## src/rtl/byteops_pkg.sv

```systemverilog
package byteops_pkg;
  localparam int unsigned WORD_W  = 32;
  localparam int unsigned LANE_W  = 8;
  localparam int unsigned FIELD_W = 2;
  localparam int unsigned IMMED_W = 16;

  typedef enum logic [1:0] {
    OP_SCALE = 2'd0,
    OP_ALIGN = 2'd1,
    OP_BSWAP = 2'd2,
    OP_UPPER = 2'd3
  } alu_op_e;
endpackage

```

## src/rtl/byteops_scaled_add.sv

```systemverilog
module byteops_scaled_add #(
  parameter int unsigned DATA_W = 32,
  parameter int unsigned POS_W  = 2
) (
  input  logic [DATA_W-1:0] base_i,
  input  logic [DATA_W-1:0] idx_i,
  input  logic [POS_W-1:0]  sa_i,
  output logic [DATA_W-1:0] sum_o
);
  localparam int unsigned AMT_W = POS_W + 1;

  logic [AMT_W-1:0]  amt;
  logic [DATA_W-1:0] scaled;

  always_comb begin
    amt    = {1'b0, sa_i} + AMT_W'(1);
    scaled = idx_i << amt;
    sum_o  = base_i + scaled;
  end
endmodule

```

## src/rtl/byteops_align.sv

```systemverilog
module byteops_align #(
  parameter int unsigned DATA_W = 32,
  parameter int unsigned BYTE_W = 8,
  parameter int unsigned POS_W  = 2
) (
  input  logic [DATA_W-1:0] hi_i,
  input  logic [DATA_W-1:0] lo_i,
  input  logic [POS_W-1:0]  pos_i,
  output logic [DATA_W-1:0] out_o
);
  localparam int unsigned CAT_W = 2 * DATA_W;
  localparam int unsigned SH_W  = $clog2(CAT_W);

  logic [CAT_W-1:0] joined;
  logic [SH_W-1:0]  sh;

  // A funnel over the concatenation: position zero is a shift of zero, so
  // no low-side bit can reach the upper half.
  always_comb begin
    sh     = SH_W'(pos_i) * SH_W'(BYTE_W);
    joined = {hi_i, lo_i} << sh;
    out_o  = joined[CAT_W-1:DATA_W];
  end
endmodule

```

## src/rtl/byteops_bitrev.sv

```systemverilog
module byteops_bitrev #(
  parameter int unsigned DATA_W = 32,
  parameter int unsigned GRP_W  = 8
) (
  input  logic [DATA_W-1:0] in_i,
  output logic [DATA_W-1:0] out_o
);
  localparam int unsigned STAGES = $clog2(GRP_W);

  function automatic logic [DATA_W-1:0] stage_mask(input int unsigned k);
    logic [DATA_W-1:0] m;
    for (int unsigned i = 0; i < DATA_W; i++) begin
      m[i] = (((i >> k) & 1) == 0);
    end
    return m;
  endfunction

  logic [DATA_W-1:0] stg [0:STAGES];

  assign stg[0] = in_i;

  // Each stage swaps neighbouring groups of 2^k bits; after log2(GRP_W)
  // stages every lane of GRP_W bits is mirrored in place.
  for (genvar k = 0; k < STAGES; k++) begin : g_stage
    localparam logic [DATA_W-1:0] MASK = stage_mask(k);
    localparam int unsigned       SH   = 1 << k;
    assign stg[k+1] = ((stg[k] >> SH) & MASK) | ((stg[k] & MASK) << SH);
  end

  assign out_o = stg[STAGES];
endmodule

```

## src/rtl/byteops_upper_add.sv

```systemverilog
module byteops_upper_add #(
  parameter int unsigned DATA_W = 32,
  parameter int unsigned IMM_W  = 16
) (
  input  logic [DATA_W-1:0] base_i,
  input  logic [IMM_W-1:0]  imm_i,
  output logic [DATA_W-1:0] sum_o
);
  localparam int unsigned EXT_W = DATA_W - IMM_W;

  logic [DATA_W-1:0] ext;

  always_comb begin
    ext   = {{EXT_W{imm_i[IMM_W-1]}}, imm_i};
    sum_o = base_i + (ext << EXT_W);
  end
endmodule

```

## src/rtl/byteops_alu.sv

```systemverilog
module byteops_alu
  import byteops_pkg::*;
#(
  parameter int unsigned DATA_W = WORD_W,
  parameter int unsigned BYTE_W = LANE_W,
  parameter int unsigned POS_W  = FIELD_W,
  parameter int unsigned IMM_W  = IMMED_W
) (
  input  logic              clk,
  input  logic              rst_n,
  input  logic              req_i,
  input  logic [1:0]        op_i,
  input  logic [DATA_W-1:0] opa_i,
  input  logic [DATA_W-1:0] opb_i,
  input  logic [POS_W-1:0]  pos_i,
  input  logic [IMM_W-1:0]  imm_i,
  output logic [DATA_W-1:0] res_o,
  output logic              vld_o
);
  localparam int unsigned SYNC_N = 2;

  // Reset: asserted at once, released after SYNC_N rising edges.
  logic [SYNC_N-1:0] rst_pipe;
  logic              rst_int_n;

  always_ff @(posedge clk or negedge rst_n) begin
    if (!rst_n) rst_pipe <= '0;
    else        rst_pipe <= {rst_pipe[SYNC_N-2:0], 1'b1};
  end
  assign rst_int_n = rst_pipe[SYNC_N-1];

  // Operation datapaths.
  logic [DATA_W-1:0] scale_y, align_y, bswap_y, upper_y;

  byteops_scaled_add #(.DATA_W(DATA_W), .POS_W(POS_W)) u_scale (
    .base_i(opb_i), .idx_i(opa_i), .sa_i(pos_i), .sum_o(scale_y)
  );

  byteops_align #(.DATA_W(DATA_W), .BYTE_W(BYTE_W), .POS_W(POS_W)) u_align (
    .hi_i(opb_i), .lo_i(opa_i), .pos_i(pos_i), .out_o(align_y)
  );

  byteops_bitrev #(.DATA_W(DATA_W), .GRP_W(BYTE_W)) u_bswap (
    .in_i(opb_i), .out_o(bswap_y)
  );

  byteops_upper_add #(.DATA_W(DATA_W), .IMM_W(IMM_W)) u_upper (
    .base_i(opa_i), .imm_i(imm_i), .sum_o(upper_y)
  );

  // Next state.
  alu_op_e           op_sel;
  logic [DATA_W-1:0] res_d, res_q;
  logic              vld_d, vld_q;
  logic              res_en;

  always_comb begin
    op_sel = alu_op_e'(op_i);
    res_en = req_i;
    vld_d  = req_i;
    res_d  = res_q;
    if (res_en) begin
      unique case (op_sel)
        OP_SCALE: res_d = scale_y;
        OP_ALIGN: res_d = align_y;
        OP_BSWAP: res_d = bswap_y;
        OP_UPPER: res_d = upper_y;
        default:  res_d = res_q;
      endcase
    end
  end

  // Registers.
  always_ff @(posedge clk or negedge rst_int_n) begin
    if (!rst_int_n) begin
      res_q <= '0;
      vld_q <= 1'b0;
    end else begin
      vld_q <= vld_d;
      if (res_en) res_q <= res_d;
    end
  end

  assign res_o = res_q;
  assign vld_o = vld_q;

  // Assertions.
  a_r7_valid_follows: assert property (@(posedge clk) disable iff (!rst_int_n)
    req_i |=> vld_o);

  a_r7_no_spurious: assert property (@(posedge clk) disable iff (!rst_int_n)
    !req_i |=> !vld_o);

  a_r8_hold_idle: assert property (@(posedge clk) disable iff (!rst_int_n)
    !req_i |=> $stable(res_o));

  a_r2_low_bits_kept: assert property (@(posedge clk) disable iff (!rst_int_n)
    (req_i && op_i == OP_SCALE) |=>
      ((res_o ^ $past(opb_i)) & ((DATA_W'(2) << $past(pos_i)) - DATA_W'(1))) == '0);

  a_r3_align_zero: assert property (@(posedge clk) disable iff (!rst_int_n)
    (req_i && op_i == OP_ALIGN && pos_i == '0) |=> res_o == $past(opb_i));

  a_r5_ones_kept: assert property (@(posedge clk) disable iff (!rst_int_n)
    (req_i && op_i == OP_BSWAP) |=> $countones(res_o) == $countones($past(opb_i)));

  a_r6_low_half: assert property (@(posedge clk) disable iff (!rst_int_n)
    (req_i && op_i == OP_UPPER) |=> res_o[IMM_W-1:0] == $past(opa_i[IMM_W-1:0]));
endmodule

```

## config.mk

```make
export PLATFORM = sky130hd
export DESIGN_NAME = byteops_alu
export DESIGN_NICKNAME = d
export VERILOG_FILES = /design/src/rtl/byteops_pkg.sv /design/src/rtl/byteops_scaled_add.sv /design/src/rtl/byteops_align.sv /design/src/rtl/byteops_bitrev.sv /design/src/rtl/byteops_upper_add.sv /design/src/rtl/byteops_alu.sv
export SDC_FILE = /design/constraint.sdc
export NUM_CORES = 1
export LEC_CHECK = 0
export ABC_AREA = 1
export BUFFER_PORTS_ARGS = -buffer_cell sky130_fd_sc_hd__buf_2
export CAP_MARGIN = 20
export CORE_MARGIN = 5
export CORE_UTILIZATION = 35
export CTS_CLUSTER_SIZE = 20
export DETAILED_ROUTE_END_ITERATION = 10
export PLACE_DENSITY = 0.52
export SETUP_SLACK_MARGIN = 0.3
export SLEW_MARGIN = 0
export SYNTH_ARGS = -nofsm -noshare
export SYNTH_HDL_FRONTEND = slang
export SYNTH_SLANG_ARGS = --single-unit
```

## constraint.sdc

```tcl
create_clock -name clk -period 1.2 [get_ports clk]
set_input_delay 0.06 -clock clk [delete_from_list [all_inputs] [get_ports clk]]
set_output_delay 0.06 -clock clk [all_outputs]
set_load 0.05 [all_outputs]
```

# Word-level counts from Yosys, hierarchy flattened
# Cells that the tools add are included.
[totals]
reg_bits = 35
output_inout_bits = 33
[op_classes]
n_addsub = 3
n_eq_ne = 3
shift = 2
mux = 1
bitwise_logic = 3
reduce_logical = 1
[op_table]
columns = ["cell", "count"]
rows = [
  ["$pmux 32 s4", 1],
  ["$add 32x32->32", 2],
  ["$shl 64x5->64", 1],
  ["$or 28x32->32", 1],
  ["$or 30x32->32", 1],
  ["$or 31x32->32", 1],
  ["$shl 32x3->32", 1],
  ["$eq 2x2->1 const B", 2],
  ["$add 2x1->3 const B", 1],
  ["$eq 2x1->1 const B", 1],
  ["$logic_not 2->1", 1],
]

# Logic depth before layout (Yosys ltp)
# Gate-level depths: netlist (run 1).
[depth]
depth_word = 4
ltp_mapped = 22
ltp_nobuf = 21

# Cells and area by module
# From an unflattened synthesis (run 1), not the netlist that was laid out.
[unflattened]
cells_unflattened = 1572
hier_area_um2 = 8230.4
[by_module_without_submodules]
columns = ["module", "instances", "cells_per_inst", "area_each_um2", "seq_area_each_um2"]
rows = [
  ["byteops_scaled_add", 1, 717, 3433.3, 0.0],
  ["byteops_alu", 1, 361, 2377.3, 875.8],
  ["byteops_align", 1, 267, 1121.1, 0.0],
  ["byteops_upper_add", 1, 195, 1058.5, 0.0],
  ["byteops_bitrev", 1, 32, 240.2, 0.0],
]

# Worst setup path after synthesis (run 1)
# No wires, ideal clock.
[synth_timing]
path_type = "input port to flip-flop"
start = "input port pos_i[0]"
end = "register res_q[31] (netlist: res_o[31])"
setup_time_ps = 77
arrival_ps = 2340
t_required_ps = 1123
path_slack_ps = -1218
path_stages = 19
path_buffers = 2
cell_sequence = "ha_1 > buf_2 > inv_2 > buf_1 > nand2_1 > o21ai_0 > mux2i_1 > ha_1 > nand2_1 > inv_1 > a21oi_1 > nand2_1 > nand2_1 > nand2_1 > nand2_1 > nand2_1 > nand2_1 > nand3_1 > a21oi_1"
[synth_via]
elab_chain_len = 4
[synth_rtl]
columns = ["item", "line_no", "text"]
rows = [
  ["start, declared", "byteops_alu.sv:15", "input logic [POS_W-1:0] pos_i,"],
  ["$add 2x1->3", "byteops_scaled_add.sv:16", "amt = {1'b0, sa_i} + AMT_W'(1);"],
  ["$shl 32x3->32", "byteops_scaled_add.sv:17", "scaled = idx_i << amt;"],
  ["$add 32x32->32", "byteops_scaled_add.sv:18", "sum_o = base_i + scaled;"],
  ["$pmux 32 s4 *", "byteops_alu.sv:63", "unique case (op_sel)"],
  ["end signal, assigned", "byteops_alu.sv:80", "if (res_en) res_q <= res_d;"],
  ["end, declared", "byteops_alu.sv:53", "logic [DATA_W-1:0] res_d, res_q;"],
]
# Mark *: on every way between the ends. The rest lies on a longest branch, timed or not.
# A chain may end at the register's enable or synchronous reset.

# Final worst setup path (run 1)
[layout_timing]
start = "input port pos_i[0]"
end = "register res_q[9] (netlist: res_o[9])"
# Same word-level chain as after synthesis.

==> summary.txt, run 1 <==
Placement
  • Global placement routability congestion: 1.023
  • PortBufs: 119
  • Placed Area: 9956 sq um
  • Placed Instances: 1926
  • Hpwl dp: 29180 microns

Die
  • Die height: 151.0 microns
  • Die W: 151.0 microns
  • I/O pin cnt: 120
  • Row count: 51
  • Die area: 22810 sq um
  • Initial core utilization: 35.65%
  • CORE AREA: 19530 sq um

STA
  • Fin crit period: 2.268 ns
  • Setup violations, final: 31
  • Pins Over Slew Limit: 0
  • Fin. Hold Viols: 0
  • Layout Skew: 0.005601 ns
  • Worst slew margin: 63.26%
  • RSZ-0062 raised after global routing: yes
  • Slack of the critical path: -1.068 ns
  • Tcrit/Tclk final: 189.0%
  • FMAX: 441.0 MHz
  • Worst slew pin tran: 0.5454 ns

Synthesis
  • Register area share after synthesis: 12.58%
  • Syn_nets: 1458
  • Synthesized flop and latch total: 35
  • Cell Area, Synth: 6962 sq um
  • Cells after Synth: 1321
  • Ys Warns: 0
  • Cell variety after synth: 43
  • Synth Area per Inst: 5.270 sq um

Critical path
  • Critical-path cell list: buf_12 -> ha_4 -> buf_12 -> inv_8 -> nand2_4 -> o21ai_4 -> mux2i_1 -> ha_1 -> nand2_1 -> nand2_2 -> nand2_2 -> nand2_2 -> nand3b_1 -> buf_4 -> xor2_1 -> nand2_1 -> a21oi_2
  • Crit end category: flop
  • Worst reg-to-reg setup slack: 0.34 ns
  • Reg2Reg Depth: 4
  • FF-to-FF Start: res_o[0]$_DFFE_PN0P_
  • Crit start category: primary input
  • Most used cell, CP: nand2_2
  • Slowest-stage cell, CP: ha_1
  • Setup CP Type: primary input to flop
  • R2R Path End: res_o[0]$_DFFE_PN0P_
  • WP data arrival: 2.50 ns
  • Crit path required time: 1.43 ns
  • Crit path largest cell delay: 0.34 ns
  • CP Max Fanout: 7
  • Critical Path Source: pos_i[0]

Global routing
  • Antenna violations before repair: 0
  • Grt ovf: 0
  • Largest net degree at the start of global routing: 46
  • Total track usage: 30.71%
  • First-pass GRT wire length: 53120 microns
  • Vias in the first global route: 9606

Hold path
  • HP Class: primary input to asynchronous set/reset pin

Route
  • Vias per cell: 5.096
  • Post-route ant nets: 0
  • DR WL/cell: 18.29 microns
  • Drt pass-1 iters: 5
  • Via Count: 10084
  • Initial DRC Count: 863
  • DRC Markers: 0
  • Post-Route WL: 36190 microns

Power and ir drop
  • Max VDD drop: 0.6224 mV
  • Leakage power: 6.365 nW
  • P per Cell Area: 961.9 nW/um^2

Clock tree
  • Max clock buf depth: 2
  • CTS tree: done
  • CTS H-tree lvls: 2
  • Num Clock Sinks: 35
  • Clock Latency Late Sink: 0.30 ns
  • Worst-path clk slew: 0.06 ns
  • Root Buffer Master: clkbuf_16
  • Cts bufs inserted: 5

Flow run
  • Max-cap violations: 0

Layout
  • Final net count: 1851
  • Design area: 12080 sq um
  • Area Growth Syn to Fin: 73.56%
  • Final core utilization: 61.88%
  • Final instance count without filler cells: 1979
  • N_diodes: 0
  • Proportion of layout cells with a drive suffix above 1: 42.36%

Run status
  • Violated checks: setup timing
  • Run status: finished with violations
-- sequential cells by signal, indices dropped and copies added, names as in the netlist --
signal	flops
res_o	32
rst_pipe	2
vld_o	1
-- cell usage in the layout (no fill, tap or decap), drive strengths merged, types with 6 or more instances in the layout --
master / count
nand4: 12
buf: 429
mux2i: 6
inv: 210
nand3: 112
o211ai: 24
ha: 48
nand2: 498
a21oi: 63
xor2: 8
dfrtp: 35
nor2: 104
nor3: 8
o21ai: 96
o22ai: 7
nand3b: 7
clkbuf: 6
-- per-stage QoR --
| stage | hold slack, ns | worst slack (ns) | total power [W] | setup TNS [ns] |
|---|---|---|---|---|
| 6_report | 0.09556 | -1.068 | 0.01162 | -28.12 |
| 5_1_grt | 0.1176 | -1.152 | 0.01231 | -30.90 |
| 4_1_cts | 0.07827 | -1.005 | 0.01047 | -27.09 |
| 3_5_place_dp | -0.1499 | -1.578 | 0.007963 | -43.21 |
| 3_3_place_gp | -0.1532 | -1.579 | 0.007962 | -42.95 |
| 2_1_floorplan | -0.2356 | -0.9146 | 0.005268 | -24.78 |
-- worst max-delay path, delay by kind of cell --
family	cells	cell delay, ns
and+or+nand+nor	7	0.78
adders and majority gates	2	0.64
buffers and inverters	4	0.55
muxes	1	0.19
AOI/OAI and AO/OA	2	0.16
xor gates and xnor gates	1	0.12
-- cell families after synthesis --
group                    share of synthesized area, %
AO/OA/AOI/OAI                                   17.88
adder cells (fa/ha/maj)                         9.202
AND/OR/NAND/NOR                                 43.91
buffers and inverters                           14.38
multiplexers                                   0.8627
flip-flops                                      12.58
other                                         0.05387
XOR/XNOR                                        1.132
-- report_power, final --
| part | total, W | internal [W] | switching [W] |
|---|---|---|---|
| registers | 0.00153 | 0.00136 | 0.000170 |
| logic | 0.00867 | 0.00373 | 0.00494 |
| clock network | 0.00142 | 0.000815 | 0.000610 |
| total | 0.0116 | 0.00590 | 0.00572 |
-- routing by layer --
metal,vias to the layer above,wire (microns),GRT usage [%]
met5,-,62,2.273
met1,4635,16070,42.25
met2,354,16620,49.59
met3,79,2239,4.369
met4,2,1190,9.383
li1,5014,-,-
-- worst max-delay path by stage --
stage                                 end  slack (ns)
detailed placement  res_o[26]$_DFFE_PN0P_       -1.58
floorplan           res_o[17]$_DFFE_PN0P_       -0.91
CTS                 res_o[17]$_DFFE_PN0P_       -1.01
global route        res_o[31]$_DFFE_PN0P_       -1.15
finish               res_o[9]$_DFFE_PN0P_       -1.07
global placement    res_o[18]$_DFFE_PN0P_       -1.58
-- repair_timing --
action | in CTS | in global routing
resized for setup | 244 | 184
buffers inserted | 30 | 13
hold buffers | 1 | 0
endpoints found under the setup margin | 65 | 65
cloned | 2 | 0
endpoints found under the hold margin | 2 | 0
pin swaps | 90 | 49
-- synth_stat cells (all sizes together) --
cell,n,area [sq um]
and2,4,25.02
a21boi,4,30.03
a211oi,1,7.510
nor3,8,45.04
a41oi,1,8.760
xor2,8,70.07
o2111ai,1,8.760
dfrtp,35,875.8
nand2,498,1869
a31oi,2,12.51
a21oi,63,315.3
fa,2,40.04
nand4,12,75.07
xnor2,1,8.760
o221ai,4,35.03
clkbuf,23,86.33
conb,1,3.750
inv,208,780.8
a311oi,4,35.03
o21bai,3,22.52
nand3b,7,52.55
mux2i,6,60.06
o211ai,24,180.2
nor2,104,405.4
o22a,4,35.03
or2,3,18.77
o21ai,96,480.5
ha,48,600.6
o21a,3,22.52
buf,23,133.9
a21o,1,7.510
o22ai,7,43.79
nand3,112,565.5
-- area by class of cell --
type	count	area, sq um
clock buffer	6	138.9
timing repair buffer	430	3385
inverter	208	790.8
multi-input combinational	1032	6530
sequential	35	879.6
fill	1901	7443
timing repair inverter	2	22.52
clock inverter	1	5.005
tap	265	331.6
Note: power is estimated with default switching activity, not from simulation.
==> run 2, diff against run 1 <==
- PLACE_DENSITY: 0.52 -> 0.51
- SYNTH_HIERARCHICAL: default -> 1
==> run 2 against run 1 <==
  * The flow still finishes with violations (setup timing)
  * Sequential power about the same
  * Sequential cell count unchanged
  * Clock power up 7%
  * Wire length up 0.18%
==> summary.txt, run 2 <==
Critical path
  • Crit path largest cell delay: 0.34 ns
  • Slowest-stage cell, CP: ha_4
  • Top delay family on crit path: simple AND/OR/NAND/NOR gates
  • WP data arrival: 2.68 ns
  • Crit path required time: 1.42 ns
  • CP bufs+invs: 7
  • R2R Path End: res_o[24]$_DFFE_PN0P_
  • CP Max Fanout: 5
  • Crit start category: primary input
  • Most used cell, CP: nand2_2
  • Worst reg-to-reg setup slack: 0.40 ns
  • Crit end category: flop
  • Setup CP Type: primary input to flop
  • Reg2Reg Depth: 3
  • FF-to-FF Start: res_o[24]$_DFFE_PN0P_

Placement
  • Placed Area: 10360 sq um
  • Hpwl dp: 29370 microns
  • Global placement routability congestion: 1.003
  • Dpl ws: -1.776 ns
  • Placed Instances: 2109
  • PortBufs: 119

Global routing
  • Antenna violations before repair: 0
  • Largest net degree at the start of global routing: 46
  • First-pass GRT wire length: 54090 microns
  • Grt ovf: 0
  • Vias in the first global route: 10026
  • Total track usage: 26.05%

Clock tree
  • Num Clock Sinks: 35
  • CTS tree: done
  • Root Buffer Master: clkbuf_16
  • Worst-path clk slew: 0.06 ns
  • Max clock buf depth: 2
  • Cts bufs inserted: 5
  • Clock Latency Late Sink: 0.28 ns
  • CTS H-tree lvls: 2

Layout
  • Max reg flops: 32
  • Area Growth Syn to Fin: 47.48%
  • Most common cell after layout, fill and taps aside: nand2_1
  • N_diodes: 0
  • Proportion of layout cells with a drive suffix above 1: 33.37%
  • Final net count: 1984
  • Final core utilization: 52.02%
  • Final instance count without filler cells: 2168
  • Most frequent cells in the layout: nand2_1, inv_1, buf_4
  • Design area: 12140 sq um

Route
  • Vias per cell: 4.913
  • Post-Route WL: 36250 microns
  • DRC Markers: 0
  • Post-route ant nets: 0
  • DR WL/cell: 16.72 microns
  • Via Count: 10651
  • Initial DRC Count: 918
  • Drt pass-1 iters: 6

Hold path
  • Worst hold path depth: 4
  • Worst min-delay path endpoint: res_o[9]$_DFFE_PN0P_
  • HP Class: primary input to flop
  • Hold_sp: req_i

Synthesis
  • Post-synth ARST share: 100.0%
  • Syn_nets: 1708
  • Synth Area per Inst: 5.236 sq um
  • Most used DFF post-synth: dfrtp_1
  • Register area share after synthesis: 10.64%
  • Top-count cell post-synth: nand2_1
  • Synth top area share: 29.92%
  • Ys Warns: 6
  • Largest cells by area after synthesis: nand2_1, nand3_1, inv_1
  • Synth cell count leaders: nand2_1, inv_1, nand3_1
  • Cell Area, Synth: 8230 sq um
  • Post-synth top area cell: nand2_1
  • EDFF count, synth: 0
  • Cells after Synth: 1572
  • Cell variety after synth: 31
  • Synthesized flop and latch total: 35

Run status
  • Run status: finished with violations
  • Violated checks: setup timing

Die
  • CORE AREA: 23330 sq um
  • Initial core utilization: 35.27%
  • Row count: 56
  • Die height: 163.3 microns
  • I/O pin cnt: 120
  • Die area: 26680 sq um
  • Die W: 163.3 microns

STA
  • Pins Over Slew Limit: 0
  • Fin. Hold Viols: 0
  • Setup violations, final: 32
  • Slack of the critical path: -1.259 ns
  • Fin crit period: 2.459 ns
  • Tcrit/Tclk final: 204.9%
  • RSZ-0062 raised after global routing: yes
  • Layout Skew: 0.006615 ns
  • FMAX: 406.7 MHz

Power and ir drop
  • P per Cell Area: 971.9 nW/um^2
  • Leakage power: 7.077 nW
  • Max VDD drop: 0.5285 mV

Flow run
  • Max-cap violations: 0
## run 2: metrics by stage
| step | hold slack [ns] | total power (W) | setup TNS, ns |
|---|---|---|---|
| finish | 0.08217 | 0.01180 | -32.61 |
| global route | 0.09008 | 0.01260 | -37.24 |
| CTS | 0.07736 | 0.01112 | -31.20 |
| detailed placement | -0.1530 | 0.008471 | -45.41 |
| global placement | -0.1542 | 0.008483 | -45.30 |
| floorplan | -0.2356 | 0.005812 | -26.25 |
## run 2: logic make-up after synthesis
logic type | after synthesis | synth area share, %
other cells | 1 | 0.04556
buf+inv | 367 | 20.60
mux | 6 | 0.7297
compound gates | 129 | 9.076
flops | 35 | 10.64
simple gates | 962 | 48.83
xor+xnor | 23 | 2.448
fa+ha+maj | 49 | 7.631
## run 2: final cells by class
cell class                      instances  area (sq um)
Fill cell                            2432         11190
Multi-Input combinational cell       1170          6581
Timing Repair Buffer                  378          3113
Inverter                              258         996.0
Sequential cell                        35         879.6
Tap cell                              319         399.1
Clock buffer                            5         125.1
Clock inverter                          3         43.79
## run 2: per-layer routing
layer	global-route usage, %	wire, microns	vias to the layer above
met2	43.74	17020	392
met5	0	0	-
met3	2.851	2401	71
met1	34.98	15460	4828
li1	-	-	5360
met4	8.502	1369	0
## run 2: timing repair
item                                    CTS  global route
endpoints found under the hold margin     3             0
hold buffers                              2             0
resized for setup                       212            87
pin swaps                                37            25
setup buffers                            25            19
endpoints found under the setup margin   65            64
cloned                                    4             1
## run 2: how the worst max path moves through the flow
stage                         from               endpoint  cells after the start  slack, ns
after floorplan           pos_i[0]  res_o[20]$_DFFE_PN0P_                     20      -0.96
after global placement    pos_i[0]  res_o[30]$_DFFE_PN0P_                     23      -1.80
after detailed placement  pos_i[0]  res_o[30]$_DFFE_PN0P_                     23      -1.78
after CTS                 pos_i[0]  res_o[28]$_DFFE_PN0P_                     22      -1.16
after global routing      pos_i[0]  res_o[16]$_DFFE_PN0P_                     20      -1.39
final                     pos_i[0]  res_o[30]$_DFFE_PN0P_                     25      -1.26
## run 2: where the power goes
group | switching, W | internal, W | total (W)
clock network | 0.000542 | 0.000980 | 0.00152
registers | 0.000163 | 0.00136 | 0.00152
logic | 0.00511 | 0.00364 | 0.00875
## run 2: worst register-to-register path: stages (launching register included)
cell	delay (ns)
dfrtp_1	0.43
buf_4	0.16
nand2_1	0.06
nand2_1	0.05
